File: config.mk
export PLATFORM = sky130hd
export DESIGN_NAME = setclr_wave_timer
export DESIGN_NICKNAME = d
export VERILOG_FILES = /design/src/rtl/setclr_pkg.sv /design/src/rtl/sc_regfile.sv /design/src/rtl/sc_base_counter.sv /design/src/rtl/sc_pair_channel.sv /design/src/rtl/sc_flag_bank.sv /design/src/rtl/setclr_wave_timer.sv
export SDC_FILE = /design/constraint.sdc
export NUM_CORES = 1
export LEC_CHECK = 0
export BUFFER_PORTS_ARGS = -buffer_cell sky130_fd_sc_hd__buf_2
export CAP_MARGIN = 20
export CORE_MARGIN = 2
export CORE_UTILIZATION = 62
export DETAILED_ROUTE_END_ITERATION = 16
export HOLD_SLACK_MARGIN = 0.05
export PLACE_DENSITY = 0.8
export SLEW_MARGIN = 5
export SYNTH_ARGS = -nofsm -noshare
export SYNTH_HDL_FRONTEND = slang
export SYNTH_HIERARCHICAL = 1
export SYNTH_SLANG_ARGS = --single-unit
File: constraint.sdc
create_clock -name clk -period 2.93 [get_ports clk]
set_input_delay 0.293 -clock clk [delete_from_list [all_inputs] [get_ports clk]]
set_output_delay 0.293 -clock clk [all_outputs]
set_load 0.05 [all_outputs]
File: src/rtl/setclr_pkg.sv
package setclr_pkg;
  typedef enum logic [1:0] {
    RM_FREE     = 2'd0,
    RM_PERIOD   = 2'd1,
    RM_CH0      = 2'd2,
    RM_FREE_ALT = 2'd3
  } rst_mode_e;
endpackage

File: src/rtl/sc_regfile.sv
module sc_regfile
  import setclr_pkg::*;
#(
  parameter int CW    = 16,
  parameter int NPAIR = 4,
  localparam int NCMP = 2 * NPAIR,
  localparam int AW   = $clog2(NCMP + 6),
  localparam int IW   = $clog2(NCMP)
) (
  input  logic                      clk,
  input  logic                      rst,
  input  logic                      wr_en,
  input  logic [AW-1:0]             wr_addr,
  input  logic [CW-1:0]             wr_data,
  output logic [NCMP-1:0][CW-1:0]   cmp_q,
  output logic [CW-1:0]             per_q,
  output rst_mode_e                 mode_q,
  output logic                      run_q,
  output logic [NPAIR-1:0]          en_q,
  output logic [NPAIR-1:0]          dflt_q,
  output logic [NPAIR-1:0]          inv_q,
  output logic [NCMP-1:0]           clr_mask
);
  localparam int A_PER = NCMP;
  localparam int A_CTL = NCMP + 1;
  localparam int A_EN  = NCMP + 2;
  localparam int A_DFL = NCMP + 3;
  localparam int A_INV = NCMP + 4;
  localparam int A_CLR = NCMP + 5;

  always_ff @(posedge clk) begin
    if (rst) begin
      cmp_q  <= '0;
      per_q  <= '0;
      mode_q <= RM_FREE;
      run_q  <= 1'b0;
      en_q   <= '0;
      dflt_q <= '0;
      inv_q  <= '0;
    end else if (wr_en) begin
      if (int'(wr_addr) < NCMP)               cmp_q[wr_addr[IW-1:0]] <= wr_data;
      else if (wr_addr == AW'(A_PER))         per_q  <= wr_data;
      else if (wr_addr == AW'(A_CTL)) begin
        mode_q <= rst_mode_e'(wr_data[1:0]);
        run_q  <= wr_data[2];
      end
      else if (wr_addr == AW'(A_EN))          en_q   <= wr_data[NPAIR-1:0];
      else if (wr_addr == AW'(A_DFL))         dflt_q <= wr_data[NPAIR-1:0];
      else if (wr_addr == AW'(A_INV))         inv_q  <= wr_data[NPAIR-1:0];
    end
  end

  // Zero data bits select the flags to drop; one bits leave them alone.
  assign clr_mask = (wr_en && wr_addr == AW'(A_CLR)) ? ~wr_data[NCMP-1:0] : '0;
endmodule

File: src/rtl/sc_base_counter.sv
module sc_base_counter
  import setclr_pkg::*;
#(
  parameter int CW = 16
) (
  input  logic          clk,
  input  logic          rst,
  input  logic          run,
  input  rst_mode_e     mode,
  input  logic [CW-1:0] per,
  input  logic [CW-1:0] cmp0,
  output logic [CW-1:0] cnt_q
);
  logic          pend_q;
  logic          clr_on;
  logic [CW-1:0] clr_val;

  assign clr_on  = (mode == RM_PERIOD) || (mode == RM_CH0);
  assign clr_val = (mode == RM_CH0) ? cmp0 : per;

  // A match registers a pending clear, so the timer passes through p+1
  // before it returns to zero: period p+2.
  always_ff @(posedge clk) begin
    if (rst || !run) begin
      cnt_q  <= '0;
      pend_q <= 1'b0;
    end else begin
      pend_q <= clr_on && (cnt_q == clr_val);
      cnt_q  <= pend_q ? '0 : cnt_q + 1'b1;
    end
  end
endmodule

File: src/rtl/sc_pair_channel.sv
module sc_pair_channel #(
  parameter int CW = 16
) (
  input  logic          clk,
  input  logic          rst,
  input  logic [CW-1:0] cnt,
  input  logic          run,
  input  logic          en,
  input  logic          block,
  input  logic [CW-1:0] cmp_set,
  input  logic [CW-1:0] cmp_clr,
  input  logic          dflt,
  input  logic          inv,
  output logic          hit_set,
  output logic          hit_clr,
  output logic          act_q,
  output logic          pin_q
);
  logic act_nxt;

  assign hit_set = run && (cnt == cmp_set);
  assign hit_clr = run && (cnt == cmp_clr);

  always_comb begin
    if (!(run && en && !block))      act_nxt = 1'b0;
    else if (hit_set && !hit_clr)    act_nxt = 1'b1;
    else if (hit_clr && !hit_set)    act_nxt = 1'b0;
    else                             act_nxt = act_q;
  end

  always_ff @(posedge clk) begin
    if (rst) begin
      act_q <= 1'b0;
      pin_q <= 1'b0;
    end else begin
      act_q <= act_nxt;
      pin_q <= act_nxt ^ dflt ^ inv;
    end
  end
endmodule

File: src/rtl/sc_flag_bank.sv
module sc_flag_bank #(
  parameter int NF = 8
) (
  input  logic          clk,
  input  logic          rst,
  input  logic [NF-1:0] hit,
  input  logic [NF-1:0] clr_mask,
  output logic [NF-1:0] flag_q
);
  // A new match outranks a clear issued in the same cycle.
  always_ff @(posedge clk) begin
    if (rst) flag_q <= '0;
    else     flag_q <= hit | (flag_q & ~clr_mask);
  end
endmodule

File: src/rtl/setclr_wave_timer.sv
module setclr_wave_timer
  import setclr_pkg::*;
#(
  parameter int CW    = 16,
  parameter int NPAIR = 4,
  localparam int NCMP = 2 * NPAIR,
  localparam int AW   = $clog2(NCMP + 6)
) (
  input  logic             clk,
  input  logic             rst,
  input  logic             wr_en,
  input  logic [AW-1:0]    wr_addr,
  input  logic [CW-1:0]    wr_data,
  output logic [NPAIR-1:0] wave_out,
  output logic [NCMP-1:0]  irq_flag
);
  logic [NCMP-1:0][CW-1:0] cmp_q;
  logic [CW-1:0]           per_q;
  rst_mode_e               mode_q;
  logic                    run_q;
  logic [NPAIR-1:0]        en_q, dflt_q, inv_q, act_q;
  logic [NCMP-1:0]         clr_mask, hit;
  logic [CW-1:0]           cnt_q;

  sc_regfile #(.CW(CW), .NPAIR(NPAIR)) u_regs (
    .clk(clk), .rst(rst), .wr_en(wr_en), .wr_addr(wr_addr), .wr_data(wr_data),
    .cmp_q(cmp_q), .per_q(per_q), .mode_q(mode_q), .run_q(run_q),
    .en_q(en_q), .dflt_q(dflt_q), .inv_q(inv_q), .clr_mask(clr_mask)
  );

  sc_base_counter #(.CW(CW)) u_cnt (
    .clk(clk), .rst(rst), .run(run_q), .mode(mode_q),
    .per(per_q), .cmp0(cmp_q[0]), .cnt_q(cnt_q)
  );

  for (genvar g = 0; g < NPAIR; g++) begin : g_pair
    logic blk;
    assign blk = (g == 0) ? (mode_q == RM_CH0) : 1'b0;
    sc_pair_channel #(.CW(CW)) u_ch (
      .clk(clk), .rst(rst), .cnt(cnt_q), .run(run_q), .en(en_q[g]), .block(blk),
      .cmp_set(cmp_q[2*g]), .cmp_clr(cmp_q[2*g+1]),
      .dflt(dflt_q[g]), .inv(inv_q[g]),
      .hit_set(hit[2*g]), .hit_clr(hit[2*g+1]),
      .act_q(act_q[g]), .pin_q(wave_out[g])
    );
  end

  sc_flag_bank #(.NF(NCMP)) u_flags (
    .clk(clk), .rst(rst), .hit(hit), .clr_mask(clr_mask), .flag_q(irq_flag)
  );
endmodule

==> results.json <==
{
  "critPathMaxFanout": 11,
  "ys_top_cells_by_area": "dfxtp_1, mux2i_1, nand2b_1, xnor2_1, xor2_1",
  "routed_wl_um": 26080,
  "crit_family": "simple AND/OR/NAND/NOR gates",
  "cts.clk_slew.worst_paths_ps": 70,
  "instances_no_fill": 1268,
  "cts-root-buf": "clkbuf_16",
  "diodes": 0,
  "io_pins": 35,
  "dieArea_um2": 17180,
  "drc": 0,
  "tightest_slew_ps": 796.5,
  "detail-route-antenna-nets": 0,
  "via_per_inst": 5.746,
  "hp-start": "wr_data[7]",
  "synth_ff_type": "dfxtp_1",
  "cp-start-kind": "flop",
  "slew_violations": 0,
  "cp_num_buf_inv": 0,
  "ir_drop_v": 0.0004251,
  "synth_top_area_share_pct": 38.40,
  "cp_slowest_cell": "dfxtp_1",
  "row_count": 46,
  "fp.dieH_um": 131.1,
  "p_clk_share_pct": 46.0,
  "fmax_mhz": 413.1,
  "cts_hold_buf": 0,
  "synth_area_um2": 10010,
  "cts_tree": "yes",
  "hold_end": "u_flags/flag_q[7]$_SDFF_PP0_",
  "p_int_uw": 4314,
  "core_um2": 15830,
  "timing.slew.headroom_pct": 46.83,
  "port_buffers": 34,
  "end_kind": "flop",
  "post_synth.cell_area_avg_um2": 9.890,
  "crit_type": "reg -> reg",
  "ys_warn_count": 6,
  "cp_cell_sequence": "xor2_1 -> or4b_1 -> nor3_2 -> a211oi_1 -> o21ai_1 -> mux2_1",
  "pre_cts_ws_ps": 582.3,
  "cts_resized": 0,
  "p_per_area_nw_per_um2": 506.2,
  "worstPathArrival_ps": 2730,
  "reg2regPathDepth": 6,
  "outcome": "finished, final reports clean",
  "fin_ws_ps": 509.5,
  "clock_latency_ps": 430,
  "place_area_um2": 10340,
  "fill_cells": 1220,
  "worstReg2RegEnd": "g_pair[3].u_ch/pin_q$_SDFF_PP0_",
  "clock_sinks": 192,
  "track_usage_pct": 30.78,
  "wl_per_cell_um": 20.57,
  "start_util_pct": 63.23,
  "min_period_ps": 2421,
  "rsz0062_at_grt": "false",
  "drt_iter0_drc": 588,
  "drtPass1Iterations": 6,
  "pwr-share-comb_pct": 6.1,
  "synth_top_area_cell": "dfxtp_1",
  "reg2reg_slack_ps": 510,
  "cts_buffers": 17,
  "grt_overflow_total": 0,
  "fin_crit_sh_pct": 82.61,
  "netlist_instances": 1012,
  "die_w_um": 131.1,
  "cts_max_level": 4,
  "synth-seq-cells": 192,
  "layout.nets": 1064,
  "drive_above_1_share_pct": 12.45,
  "post-cts-setup-buffers": 0,
  "place_inst": 1236,
  "hold_viol_final": 0,
  "seq_power_share_pct": 47.9,
  "r2r_start": "u_cnt/cnt_q[5]$_SDFF_PP0_",
  "leakage_uw": 0.005152,
  "synth-edff-count": 0,
  "via_count": 7286,
  "hold_class": "in -> reg",
  "fin_area_um2": 10990,
  "setup-tns-final_ps": 0,
  "grt_pass1_vias": 7221,
  "clockBufferDepth": 2,
  "cp-startpoint": "u_cnt/cnt_q[5]$_SDFF_PP0_",
  "grt_pass1_wl_um": 39290,
  "fin_util_pct": 69.41,
  "cp.required_ps": 3240,
  "yosysUniqueCellTypes": 48,
  "antenna_found_initial": 0,
  "dp_hpwl_um": 18100,
  "clock_skew_ps": 12.08,
  "p_sw_share_pct": 22.43,
  "grt_max_degree": 78,
  "worstHoldPathCells": 4,
  "syn_to_final_growth_pct": 9.763,
  "critPathMaxStageDelay_ps": 700,
  "drv_cap": 0,
  "ys_seq_area_share_pct": 38.40,
  "p_sw_uw": 1247,
  "setup_violations": 0,
  "place.gp.congestion": 0.9902,
  "synthArstFlopShare_pct": 0
}
cells in the mapped netlist (3+ instances only):
master / n
o2111ai_1: 4
nor3_2: 4
xnor2_1: 93
a211oi_1: 4
o21ai_1: 4
mux2_1: 4
nand2b_1: 175
or3_2: 4
nand2_1: 36
nand4_1: 26
buf_6: 11
nand2_2: 6
a21oi_2: 8
nor4b_1: 9
and3_1: 3
or3_1: 3
nor3b_1: 4
nor2b_1: 9
clkbuf_1: 37
or2_2: 4
o21ai_0: 3
a21oi_1: 3
or4b_1: 4
dfxtp_1: 192
inv_1: 11
nor2_1: 38
nor4_1: 22
mux2i_1: 175
nand3_1: 20
nand2b_4: 8
xor2_1: 66
logic make-up (layout without fill, tap and decap cells):
group                      Yosys count  in the layout  share of synthesized area (%)
adders and majority gates            2              2                         0.2500
xor gates and xnor gates           159            159                          13.91
other                                1              3                        0.03747
and+or+nand+nor                    391            391                          24.23
AOI/OAI and AO/OA                   26             26                          1.850
muxes                              179            179                          17.95
DFF                                192            192                          38.40
buffers and inverters               62            100                          3.363
worst max path at each step:
| stage | to | slack (ps) | depth (start not counted) |
|---|---|---|---|
| after floorplan | g_pair[0].u_ch/pin_q$_SDFF_PP0_ | 760 | 6 |
| after global placement | g_pair[2].u_ch/pin_q$_SDFF_PP0_ | 620 | 6 |
| after detailed placement | g_pair[1].u_ch/pin_q$_SDFF_PP0_ | 580 | 6 |
| after CTS | g_pair[3].u_ch/pin_q$_SDFF_PP0_ | 560 | 6 |
| after global routing | g_pair[2].u_ch/pin_q$_SDFF_PP0_ | 390 | 6 |
| final | g_pair[3].u_ch/pin_q$_SDFF_PP0_ | 510 | 6 |
per-layer routing:
layer / part of all wire [%] / GRT usage (%) / wire, um / vias up
li1: - / - / - / 3469
met2: 49 / 53.73 / 12760 / 248
met5: 0 / 0 / 0 / -
met4: 3.5 / 12.58 / 922 / 0
met1: 42 / 37.24 / 10930 / 3511
met3: 5.6 / 5.966 / 1461 / 58
through the flow:
| step | hold WS, ps | total power, uW |
|---|---|---|
| CTS | 252.8 | 5575 |
| detailed placement | 469.4 | 3054 |
| finish | 263.1 | 5561 |
| floorplan | 364.6 | 2959 |
| global route | 269.2 | 5696 |
| global placement | 462.8 | 3051 |
layout make-up:
cell class                      instances  area, um^2  area share (%)
Multi-Input combinational cell        760        5836           53.12
Sequential cell                       192        3844           34.99
Clock buffer                           18       439.2           3.998
Timing Repair Buffer                   57       345.3           3.144
Tap cell                              216       270.3           2.460
Clock inverter                         14       210.2           1.913
Inverter                               11       41.29          0.3759
cell usage in the layout, fill, tap and decap left out, types with 5 or more instances in the layout:
| master | instances |
|---|---|
| dfxtp_1 | 192 |
| nand2b_1 | 175 |
| nand2_2 | 6 |
| nor2_1 | 38 |
| bufinv_16 | 5 |
| nand3_1 | 20 |
| nor4b_1 | 9 |
| buf_4 | 24 |
| nand4_1 | 26 |
| mux2i_1 | 175 |
| nand2b_4 | 8 |
| nand2_1 | 36 |
| a21oi_2 | 8 |
| nor4_1 | 22 |
| buf_2 | 33 |
| nor2b_1 | 9 |
| xor2_1 | 66 |
| xnor2_1 | 93 |
| clkbuf_16 | 17 |
| inv_1 | 11 |
power by group through the flow:
stage | Sequential, uW | Combinational, uW | Clock [uW]
after floorplan | 2730 | 234 | 0
after global placement | 2720 | 327 | 0
after detailed placement | 2720 | 329 | 0
after CTS | 2660 | 332 | 2580
after global routing | 2670 | 357 | 2670
final | 2660 | 337 | 2560
sequential cells by signal (all words and copies together), names as in the netlist:
name / count
u_regs/inv_q: 4
u_regs/run_q: 1
u_regs/cmp_q: 128
u_regs/mode_q: 2
u_cnt/cnt_q: 16
g_pair.u_ch/pin_q: 4
u_cnt/pend_q: 1
u_flags/flag_q: 8
u_regs/per_q: 16
g_pair.u_ch/act_q: 4
u_regs/en_q: 4
u_regs/dflt_q: 4
worst register-to-register path: cells and delay by family (launching register included):
kind,cells,cell delay (ps)
mux,1,350
flops,1,700
compound gates,2,310
simple gates,2,770
xor+xnor,1,170
No activity file was read; power rests on OpenSTA's default activity.
